### src/rtl/ctx_swap_pkg.sv
package ctx_swap_pkg;
  typedef enum logic [1:0] {
    SEQ_IDLE = 2'd0,
    SEQ_SAVE = 2'd1,
    SEQ_LOAD = 2'd2,
    SEQ_FIN  = 2'd3
  } seq_state_e;
endpackage

### src/rtl/ctx_seq_ctrl.sv
module ctx_seq_ctrl
  import ctx_swap_pkg::*;
#(
  parameter int DEPTH = 10,
  parameter int IDX_W = 4
) (
  input  logic             clk,
  input  logic             rst_n,
  input  logic             save_start,
  input  logic             restore_start,
  input  logic             wr_ready,
  input  logic             rd_ready,
  output seq_state_e       state,
  output logic [IDX_W-1:0] idx,
  output logic             capture,
  output logic             wr_step,
  output logic             rd_step,
  output logic             done,
  output logic             done_load
);
  localparam logic [IDX_W-1:0] LAST = IDX_W'(DEPTH - 1);

  seq_state_e       st_q;
  logic [IDX_W-1:0] idx_q;
  logic             load_q;
  logic             last;

  assign capture = (st_q == SEQ_IDLE) && save_start;
  assign wr_step = (st_q == SEQ_SAVE) && wr_ready;
  assign rd_step = (st_q == SEQ_LOAD) && rd_ready;
  assign last    = (idx_q == LAST);

  always_ff @(posedge clk or negedge rst_n) begin
    if (!rst_n) begin
      st_q   <= SEQ_IDLE;
      idx_q  <= '0;
      load_q <= 1'b0;
    end else begin
      case (st_q)
        SEQ_IDLE: begin
          idx_q <= '0;
          if (save_start) begin
            st_q   <= SEQ_SAVE;
            load_q <= 1'b0;
          end else if (restore_start) begin
            st_q   <= SEQ_LOAD;
            load_q <= 1'b1;
          end
        end
        SEQ_SAVE, SEQ_LOAD: begin
          if (wr_step || rd_step) begin
            if (last) st_q <= SEQ_FIN;
            else      idx_q <= idx_q + IDX_W'(1);
          end
        end
        default: st_q <= SEQ_IDLE;
      endcase
    end
  end

  assign state     = st_q;
  assign idx       = idx_q;
  assign done      = (st_q == SEQ_FIN);
  assign done_load = (st_q == SEQ_FIN) && load_q;

  p_idx_range_r2: assert property (@(posedge clk) disable iff (!rst_n)
    idx_q <= LAST);
  p_idx_step_r2: assert property (@(posedge clk) disable iff (!rst_n)
    ((wr_step || rd_step) && !last) |=> (idx_q == $past(idx_q) + IDX_W'(1)));
  p_stall_hold_r7: assert property (@(posedge clk) disable iff (!rst_n)
    ((st_q == SEQ_LOAD) && !rd_ready) |=> ((st_q == SEQ_LOAD) && $stable(idx_q)));
  p_done_after_last_r9: assert property (@(posedge clk) disable iff (!rst_n)
    ((wr_step || rd_step) && last) |=> done);
  p_done_pulse_r9: assert property (@(posedge clk) disable iff (!rst_n)
    done |=> !done);
  p_busy_ignore_r10: assert property (@(posedge clk) disable iff (!rst_n)
    ((st_q == SEQ_SAVE) && !wr_ready) |=> (st_q == SEQ_SAVE));
endmodule

### src/rtl/ctx_pack.sv
module ctx_pack #(
  parameter int DATA_W   = 32,
  parameter int CQ_W     = 2,
  parameter int N_STACK  = 2,
  parameter int N_STATIC = 4,
  parameter int IDX_W    = 4
) (
  input  logic                         clk,
  input  logic                         rst_n,
  input  logic                         capture,
  input  logic [CQ_W-1:0]              snap_cq,
  input  logic [(1<<CQ_W)*DATA_W-1:0]  snap_iq,
  input  logic [N_STACK*DATA_W-1:0]    snap_sq,
  input  logic [N_STATIC*DATA_W-1:0]   snap_sr,
  input  logic [IDX_W-1:0]             idx,
  output logic [DATA_W-1:0]            word
);
  localparam int NIQ = 1 << CQ_W;

  logic [CQ_W-1:0]   cq_q;
  logic [DATA_W-1:0] iq_q [NIQ];
  logic [DATA_W-1:0] sq_q [N_STACK];
  logic [DATA_W-1:0] sr_q [N_STATIC];
  logic [CQ_W-1:0]   rot_sel [NIQ];

  always_ff @(posedge clk or negedge rst_n) begin
    if (!rst_n) begin
      cq_q <= '0;
      for (int k = 0; k < NIQ; k++)      iq_q[k] <= '0;
      for (int k = 0; k < N_STACK; k++)  sq_q[k] <= '0;
      for (int k = 0; k < N_STATIC; k++) sr_q[k] <= '0;
    end else if (capture) begin
      cq_q <= snap_cq;
      for (int k = 0; k < NIQ; k++)      iq_q[k] <= snap_iq[k*DATA_W +: DATA_W];
      for (int k = 0; k < N_STACK; k++)  sq_q[k] <= snap_sq[k*DATA_W +: DATA_W];
      for (int k = 0; k < N_STATIC; k++) sr_q[k] <= snap_sr[k*DATA_W +: DATA_W];
    end
  end

  always_comb begin
    for (int k = 0; k < NIQ; k++) rot_sel[k] = cq_q + CQ_W'(k);
  end

  always_comb begin
    word = '0;
    if (idx == '0) begin
      word = iq_q[cq_q];
      word[DATA_W-1 -: CQ_W] = cq_q;
    end
    for (int k = 1; k < NIQ; k++)
      if (idx == IDX_W'(k)) word = iq_q[rot_sel[k]];
    for (int k = 0; k < N_STACK; k++)
      if (idx == IDX_W'(NIQ + k)) word = sq_q[k];
    for (int k = 0; k < N_STATIC; k++)
      if (idx == IDX_W'(NIQ + N_STACK + k)) word = sr_q[k];
  end

  p_snapshot_hold_r6: assert property (@(posedge clk) disable iff (!rst_n)
    !capture |=> ($stable(cq_q) && $stable(iq_q[0]) && $stable(sr_q[0])));
endmodule

### src/rtl/ctx_unpack.sv
module ctx_unpack #(
  parameter int DATA_W   = 32,
  parameter int CQ_W     = 2,
  parameter int N_STACK  = 2,
  parameter int N_STATIC = 4,
  parameter int IDX_W    = 4
) (
  input  logic                         clk,
  input  logic                         rst_n,
  input  logic                         step,
  input  logic [IDX_W-1:0]             idx,
  input  logic [DATA_W-1:0]            rd_data,
  output logic [CQ_W-1:0]              ld_cq,
  output logic [(1<<CQ_W)*DATA_W-1:0]  ld_iq,
  output logic [N_STACK*DATA_W-1:0]    ld_sq,
  output logic [N_STATIC*DATA_W-1:0]   ld_sr
);
  localparam int NIQ = 1 << CQ_W;

  logic [CQ_W-1:0]   cq_q;
  logic [DATA_W-1:0] iq_q [NIQ];
  logic [DATA_W-1:0] sq_q [N_STACK];
  logic [DATA_W-1:0] sr_q [N_STATIC];
  logic [CQ_W-1:0]   rot_sel [NIQ];
  logic [CQ_W-1:0]   tag;
  logic [DATA_W-1:0] ip_clean;

  always_comb begin
    for (int k = 0; k < NIQ; k++) rot_sel[k] = cq_q + CQ_W'(k);
    tag = rd_data[DATA_W-1 -: CQ_W];
    ip_clean = rd_data;
    ip_clean[DATA_W-1 -: CQ_W] = '0;
  end

  always_ff @(posedge clk or negedge rst_n) begin
    if (!rst_n) begin
      cq_q <= '0;
      for (int k = 0; k < NIQ; k++)      iq_q[k] <= '0;
      for (int k = 0; k < N_STACK; k++)  sq_q[k] <= '0;
      for (int k = 0; k < N_STATIC; k++) sr_q[k] <= '0;
    end else if (step) begin
      if (idx == '0) begin
        cq_q      <= tag;
        iq_q[tag] <= ip_clean;
      end
      for (int k = 1; k < NIQ; k++)
        if (idx == IDX_W'(k)) iq_q[rot_sel[k]] <= rd_data;
      for (int k = 0; k < N_STACK; k++)
        if (idx == IDX_W'(NIQ + k)) sq_q[k] <= rd_data;
      for (int k = 0; k < N_STATIC; k++)
        if (idx == IDX_W'(NIQ + N_STACK + k)) sr_q[k] <= rd_data;
    end
  end

  assign ld_cq = cq_q;
  for (genvar g = 0; g < NIQ; g++) begin : g_iq
    assign ld_iq[g*DATA_W +: DATA_W] = iq_q[g];
  end
  for (genvar g = 0; g < N_STACK; g++) begin : g_sq
    assign ld_sq[g*DATA_W +: DATA_W] = sq_q[g];
  end
  for (genvar g = 0; g < N_STATIC; g++) begin : g_sr
    assign ld_sr[g*DATA_W +: DATA_W] = sr_q[g];
  end

  p_cq_from_tag_r8: assert property (@(posedge clk) disable iff (!rst_n)
    (step && idx == '0) |=> (cq_q == $past(rd_data[DATA_W-1 -: CQ_W])));
  p_ip_untagged_r8: assert property (@(posedge clk) disable iff (!rst_n)
    (step && idx == '0) |=> (iq_q[cq_q][DATA_W-1 -: CQ_W] == '0));
endmodule

### src/rtl/ctx_swap_seq.sv
module ctx_swap_seq
  import ctx_swap_pkg::*;
#(
  parameter int DATA_W   = 32,
  parameter int CQ_W     = 2,
  parameter int N_STACK  = 2,
  parameter int N_STATIC = 4,
  localparam int NIQ     = 1 << CQ_W,
  localparam int DEPTH   = NIQ + N_STACK + N_STATIC,
  localparam int IDX_W   = $clog2(DEPTH)
) (
  input  logic                       clk,
  input  logic                       rst_n,
  input  logic                       save_start,
  input  logic                       restore_start,
  input  logic [CQ_W-1:0]            snap_cq,
  input  logic [NIQ*DATA_W-1:0]      snap_iq,
  input  logic [N_STACK*DATA_W-1:0]  snap_sq,
  input  logic [N_STATIC*DATA_W-1:0] snap_sr,
  output logic                       wr_valid,
  input  logic                       wr_ready,
  output logic [IDX_W-1:0]           wr_idx,
  output logic [DATA_W-1:0]          wr_data,
  output logic                       rd_valid,
  input  logic                       rd_ready,
  output logic [IDX_W-1:0]           rd_idx,
  input  logic [DATA_W-1:0]          rd_data,
  output logic                       ld_valid,
  output logic [CQ_W-1:0]            ld_cq,
  output logic [NIQ*DATA_W-1:0]      ld_iq,
  output logic [N_STACK*DATA_W-1:0]  ld_sq,
  output logic [N_STATIC*DATA_W-1:0] ld_sr,
  output logic                       done
);
  seq_state_e       state;
  logic [IDX_W-1:0] idx;
  logic             capture, wr_step, rd_step;

  ctx_seq_ctrl #(.DEPTH(DEPTH), .IDX_W(IDX_W)) u_ctrl (
    .clk(clk), .rst_n(rst_n),
    .save_start(save_start), .restore_start(restore_start),
    .wr_ready(wr_ready), .rd_ready(rd_ready),
    .state(state), .idx(idx), .capture(capture),
    .wr_step(wr_step), .rd_step(rd_step),
    .done(done), .done_load(ld_valid)
  );

  ctx_pack #(.DATA_W(DATA_W), .CQ_W(CQ_W), .N_STACK(N_STACK),
             .N_STATIC(N_STATIC), .IDX_W(IDX_W)) u_pack (
    .clk(clk), .rst_n(rst_n), .capture(capture),
    .snap_cq(snap_cq), .snap_iq(snap_iq), .snap_sq(snap_sq), .snap_sr(snap_sr),
    .idx(idx), .word(wr_data)
  );

  ctx_unpack #(.DATA_W(DATA_W), .CQ_W(CQ_W), .N_STACK(N_STACK),
               .N_STATIC(N_STATIC), .IDX_W(IDX_W)) u_unpack (
    .clk(clk), .rst_n(rst_n), .step(rd_step), .idx(idx), .rd_data(rd_data),
    .ld_cq(ld_cq), .ld_iq(ld_iq), .ld_sq(ld_sq), .ld_sr(ld_sr)
  );

  assign wr_valid = (state == SEQ_SAVE);
  assign rd_valid = (state == SEQ_LOAD);
  assign wr_idx   = idx;
  assign rd_idx   = idx;

  p_port_excl_r10: assert property (@(posedge clk) disable iff (!rst_n)
    !(wr_valid && rd_valid));
  p_wr_hold_r2: assert property (@(posedge clk) disable iff (!rst_n)
    (wr_valid && !wr_ready) |=> (wr_valid && $stable(wr_idx) && $stable(wr_data)));
  p_rd_hold_r7: assert property (@(posedge clk) disable iff (!rst_n)
    (rd_valid && !rd_ready) |=> (rd_valid && $stable(rd_idx)));
  p_ld_only_done_r9: assert property (@(posedge clk) disable iff (!rst_n)
    ld_valid |-> done);
endmodule

### config.mk
export PLATFORM = sky130hd
export DESIGN_NAME = ctx_swap_seq
export DESIGN_NICKNAME = d
export VERILOG_FILES = /design/src/rtl/ctx_swap_pkg.sv /design/src/rtl/ctx_seq_ctrl.sv /design/src/rtl/ctx_pack.sv /design/src/rtl/ctx_unpack.sv /design/src/rtl/ctx_swap_seq.sv
export SDC_FILE = /design/constraint.sdc
export NUM_CORES = 1
export LEC_CHECK = 0
export BUFFER_PORTS_ARGS = -buffer_cell sky130_fd_sc_hd__buf_2
export CAP_MARGIN = 0
export CORE_AREA = 2 2 286 288
export DETAILED_ROUTE_END_ITERATION = 7
export DIE_AREA = 0 0 288 290
export SYNTH_ARGS = -nofsm -noshare
export SYNTH_HDL_FRONTEND = slang
export SYNTH_HIERARCHICAL = 1
export SYNTH_SLANG_ARGS = --single-unit
### constraint.sdc
create_clock -name clk -period 2.5 [get_ports clk]
set_input_delay 0.375 -clock clk [delete_from_list [all_inputs] [get_ports clk]]
set_output_delay 0.375 -clock clk [all_outputs]
set_load 0.05 [all_outputs]
Yosys cells after proc, flatten, opt, wreduce, memory -nomap -nowiden. Cells that the tools add are included.

Register bits after elaboration: 651. Latch bits: 0. Memory bits (writable): 0. ROM bits: 0. Output and inout bits: 366. Word-level logic and storage cells: 143. Memories kept: 0.

Add/sub/neg operators: 7. Multipliers: 0. Div/mod/pow operators: 0. Magnitude comparators: 12. Eq/ne operators: 16. Shift operators: 0. Multiplexer cells: 51. Bitwise operators: 8. Reduce and logical (&&, ||, !) cells: 24.

Operator list (count): $mux 128 (7); $mux 32 (20); $bwmux 128 (4); $bmux 32 s2 (4); $demux 32 s2 (4); $mux 30 (2); $ge 3x3->1 const B (8); $not 2->3 (8); $eq 4x3->1 const B (4); $reduce_and 2->1 (8); $lt 3x1->1 const B (4); $add 2x2->2 const B (4); $eq 4x2->1 const B (2); $eq 4x4->1 const B (2); $logic_and 1x1->1 (8); $mux 2 (4); $mux 4 (2); $pmux 4 s2 (1); $reduce_and 3->1 (2); $add 2x1->2 const B (2); $add 4x1->4 const B (1); $eq 2x2->1 const B (2); $eq 4x1->1 const B (1); $logic_not 4->1 (1); other kinds (10) (13).

Logic depth before layout (Yosys ltp).
Depth after elaboration: 16. Gate-level depth with buffers: 9.

By module. The synthesis kept the hierarchy.

By module, submodules not included: ctx_pack (times used 1, cells each 1380, area an instance 16992.5 µm², sequential area each 8057.7 µm²); ctx_unpack (times used 1, cells each 758, area an instance 12477.0 µm², sequential area each 8057.7 µm²); ctx_seq_ctrl (times used 1, cells each 50, area an instance 498.0 µm², sequential area each 175.2 µm²); ctx_swap_seq (times used 1, cells each 6, area an instance 45.0 µm², sequential area each 0.0 µm²).

Least setup slack after synthesis. OpenSTA, ideal clock, no wires.

Path type: register -> output. Start point: reg u_ctrl.idx_q[0] (netlist: u_ctrl/idx[0]). End point: out wr_data[31]. Arrival time: 3057 ps. Data required time: 2125 ps. Slack: -932 ps. Cell stages (with the launch flop): 8. Cells stage by stage: dfrtp_1 buf_2 buf_2 buf_2 mux2i_1 o21ai_0 o221ai_1 o21ai_0.

Word-level cells in the longest chain between the ends: 11. Elaborated cells on any way between the ends: 20. Those cells by class: 9 x eq/ne; 10 x mux; 1 x reduce/logical.

Ends and longest elaborated chain: start: declaration (line ctx_seq_ctrl.sv:24) `logic [IDX_W-1:0] idx_q;`; start signal: assignment (line ctx_seq_ctrl.sv:53) `else idx_q <= idx_q + IDX_W'(1);`; $logic_not 4->1 (line ctx_pack.sv:46) `if (idx == '0) begin`; $mux 32 (line ctx_pack.sv:46); $mux 32 (3 in a row) (line ctx_pack.sv:51) `if (idx == IDX_W'(k)) word = iq_q[rot_sel[k]];`; $mux 32 (2 in a row) (line ctx_pack.sv:53) `if (idx == IDX_W'(NIQ + k)) word = sq_q[k];`; $mux 32 (3 in a row) (line ctx_pack.sv:55) `if (idx == IDX_W'(NIQ + N_STACK + k)) word = sr_q[k];`; $mux 32 * (line ctx_pack.sv:55); end: declaration (line ctx_swap_seq.sv:23) `output logic [DATA_W-1:0] wr_data,`.

Mark *: on every way between the ends. The rest lies on a longest branch, timed or not.

Worst setup path after layout.
Start point: reg u_ctrl.idx_q[2] (netlist: u_ctrl/idx[2]). End point: out wr_data[13].

Same word-level chain as after synthesis.

==> reports/summary.md <==
• **number of antenna-violating nets in the routed design** 0
• **number of hold-slack violations in the final timing report** 0
• **worst min-delay path category** input port to flip-flop
• **fillcell total** 6698
• **largest net degree at the start of global routing** 103
• **required time of the critical path** 2.12 ns
• **power per cell area** 1580 nW/µm²
• **I/O pins** 726
• **effective utilization at floorplan** 37.4%
• **post-synthesis instance area** 30000 µm²
• **number of violations of the max-capacitance limit** 0
• **number of instances in the placed design** 3918
• **violations in the final reports** negative setup slack
• **Remaining Overflow, GRT** 0
• **sequential power share** 28.2%
• **kind of end point of the critical path** output port
• **global-route wire length before repair** 157000 µm
• **result of the run** finished, violations left
• **relative contribution of the clock network to total power** 17.2%
• **maximum buffer depth of the clock tree** 3
• **final period utilization** 125%
• **Max Fanout on Critical Path** 36
• **wire length reported by the detailed router** 104000 µm
• **crit path DAT** 2.74 ns
• **Core ar.** 80200 µm²
• **peak supply drop** 1.11 mV
• **Post-DP Area** 35900 µm²
• **router iterations before antenna repair** 5
• **Post-route DRC** 0
• **slowest cell delay on critical path** 0.51 ns
• **post-synthesis area per instance** 13.7 µm²
• **final setup violating endpoints** 32
• **vertical die dimension** 290 µm
• **crit-path leading delay family** simple AND/OR/NAND/NOR gates
• **total non-filler cell area in the finished layout** 42600 µm²
• **fraction of final layout cells with drive strength greater than 1** 53.8%
• **layout overhead on the synthesized area** 42.1%
• **TritonCTS Buffers** 76
• **setup repair after global routing missed its margin** yes
• **internal power** 0.0368 W
• **antenna violations before repair** 18
• **worst slew slack as a fraction of its limit** 62.0%
• **H-tree depth** 3
• **kind of critical path** flip-flop to output port
• **LEAKAGE** 19.9 nW
• **Comb power frac** 54.6%
• **combined global-route utilization of all metal layers** 24.4%
• **top achievable clock speed** 321 MHz
• **final max-slew violation count** 0
• **Synth Instances** 2193
• **warning count from the yosys run** 6
• **Row Count** 104
• **share of total power consumed by net switching** 45.4%
• **shortest clock period the worst path allows after layout** 3.11 ns
• **non-filler instance count after layout** 4393
• **CTS clock-pin slew for the worst setup and hold paths** 0.05 ns
• **clk_skew** 0.0293 ns
• **root buffer cell** clkbuf_16
• **clock tree from TritonCTS** built
• **worst path cell trace** or4b_4, buf_12, o221ai_1, o21ai_1, and3_1, o22ai_4, buf_6
• **clock latency reported for the late side of the worst-skew pair** 0.64 ns
• **Critical path buffers and inverters** 2
• **count of vias placed by the detailed router** 23300
• **Post-layout nets** 3627
• **global placement routability congestion** 0.932
• **switching power summed over all nets** 0.0306 W
• **DRC marker count from the first detailed-route iteration** 1116
• **post-layout worst setup margin** -0.614 ns
• **via count of the first global-routing pass** 25000
• **Slew @ Worst Pin** 0.570 ns
• **width of the die** 288 µm
• **Clock Sink Count** 651
• **CP max stage cell** or4b_4
• **detailed-placement wirelength estimate** 71900 µm
• **crit path launch type** flip-flop
• **average via count per standard cell** 5.30
• **full die area** 83500 µm²
• **overall power consumption** 0.0675 W
• **total of buffers placed on input and output ports** 725
• **post-detailed-route wirelength per cell** 23.8 µm
• **synthesized netlist net count** 2559
[final cells by class]
cell class                      count  area [µm²]  share of cell area, %
Sequential cell                   651       16300                   38.3
Multi-Input combinational cell   1337       13500                   31.6
Timing Repair Buffer             1185        8790                   20.6
Clock buffer                      106        2160                   5.08
Tap cell                         1060        1330                   3.11
Clock inverter                     31         473                   1.11
Inverter                           10        45.0                  0.106
Antenna cell                       13        32.5                 0.0763
[cell usage in the layout (no fill, tap or decap), types with 7 or more instances in the layout]
cell           instances
a22oi_1               16
dlygate4sd3_1        303
buf_2                692
nand4_1               15
nand3_1               15
clkbuf_16             76
mux2i_1              108
clkbuf_1              15
dfrtp_1              645
o22ai_1               25
and3_4                 8
o21ai_1               21
o221ai_2              11
mux2_2               598
buf_8                 17
clkinv_2              11
nor2_1                22
a21oi_1               54
clkbuf_8              15
diode_2               13
buf_4                 99
a21oi_2               15
buf_12                42
mux2_4                10
and3_1                22
mux2_1                34
o22a_1                14
buf_6                 27
nor2b_1               10
mux4_2                36
nand2b_1              34
nand2_2               11
o21ai_0               40
nand2_1               48
a221oi_1               9
o221ai_1              24
bufinv_16              7
inv_1                  8
o22ai_4               14
[state kept, by name, indices dropped and copies added, names as in the netlist, 4 cells and up]
| name | cells |
|---|---|
| u_unpack/ld_sr | 128 |
| u_unpack/ld_iq | 128 |
| u_pack/iq_q | 128 |
| u_pack/sr_q | 128 |
| u_pack/sq_q | 64 |
| u_ctrl/idx | 4 |
| u_unpack/ld_sq | 64 |
[per-layer routing]
metal	vias to the layer above	share of wire, %	global-route usage, %
li1	10200	-	-
met1	11900	41	31.1
met2	913	48	40.7
met3	199	7.3	5.97
met4	8	3.0	7.92
met5	-	0.044	0
[worst reg2reg max path, cell delays in order (launching register included)]
cell and delay, ns:
dfrtp_4 0.49, buf_4 0.18, buf_6 0.21, nor2b_1 0.22, a32o_2 0.34, o21ai_4 0.18
buf_12 0.26, mux2_2 0.44
[final timing paths]
kind / to / from / slack, ns / cells after the start
setup / recovery: wr_data[13] / u_ctrl/idx[2] / -0.61 / 7
max in group asynchronous: u_unpack/ld_sq[51] / rst_n / 1.30 / 3
hold / removal: u_pack/iq_q[15] / snap_iq[111] / 0.04 / 2
setup reg to reg: u_unpack/ld_iq[108] / u_ctrl/idx[0] / 0.04 / 7
hold reg to reg: u_unpack/ld_iq[25] / u_unpack/ld_iq[25] / 0.49 / 1
min in group asynchronous: u_pack/sr_q[80] / rst_n / 0.23 / 2
[power by group through the flow]
stage | Sequential (W) | Combinational (W) | Clock (W)
2_1_floorplan | 0.0257 | 0.0170 | 0
3_3_place_gp | 0.0187 | 0.0331 | 0
3_5_place_dp | 0.0190 | 0.0335 | 0
4_1_cts | 0.0189 | 0.0361 | 0.0119
5_1_grt | 0.0196 | 0.0385 | 0.0123
6_report | 0.0190 | 0.0368 | 0.0116
[through the flow]
stage	worst slack [ns]	utilization [%]	setup TNS, ns	hold WS [ns]
finish	-0.614	53.2	-16.92	0.0426
global route	-0.683	53.2	-19.81	0.0104
CTS	-0.664	52.8	-17.93	0.000738
detailed placement	-0.117	44.8	-0.700	0.314
global placement	-0.0876	44.8	-0.502	0.316
floorplan	-0.148	-	-2.34	0.0794
[repair_timing]
action,CTS,global route
gates resized for setup,139,52
buffers inserted,9,9
hold buffers,303,0
endpoints found under the hold margin,343,0
endpoints found under the setup margin,32,89
pin swaps,28,26
gates cloned,5,0
(Power assumes the default switching activity.)
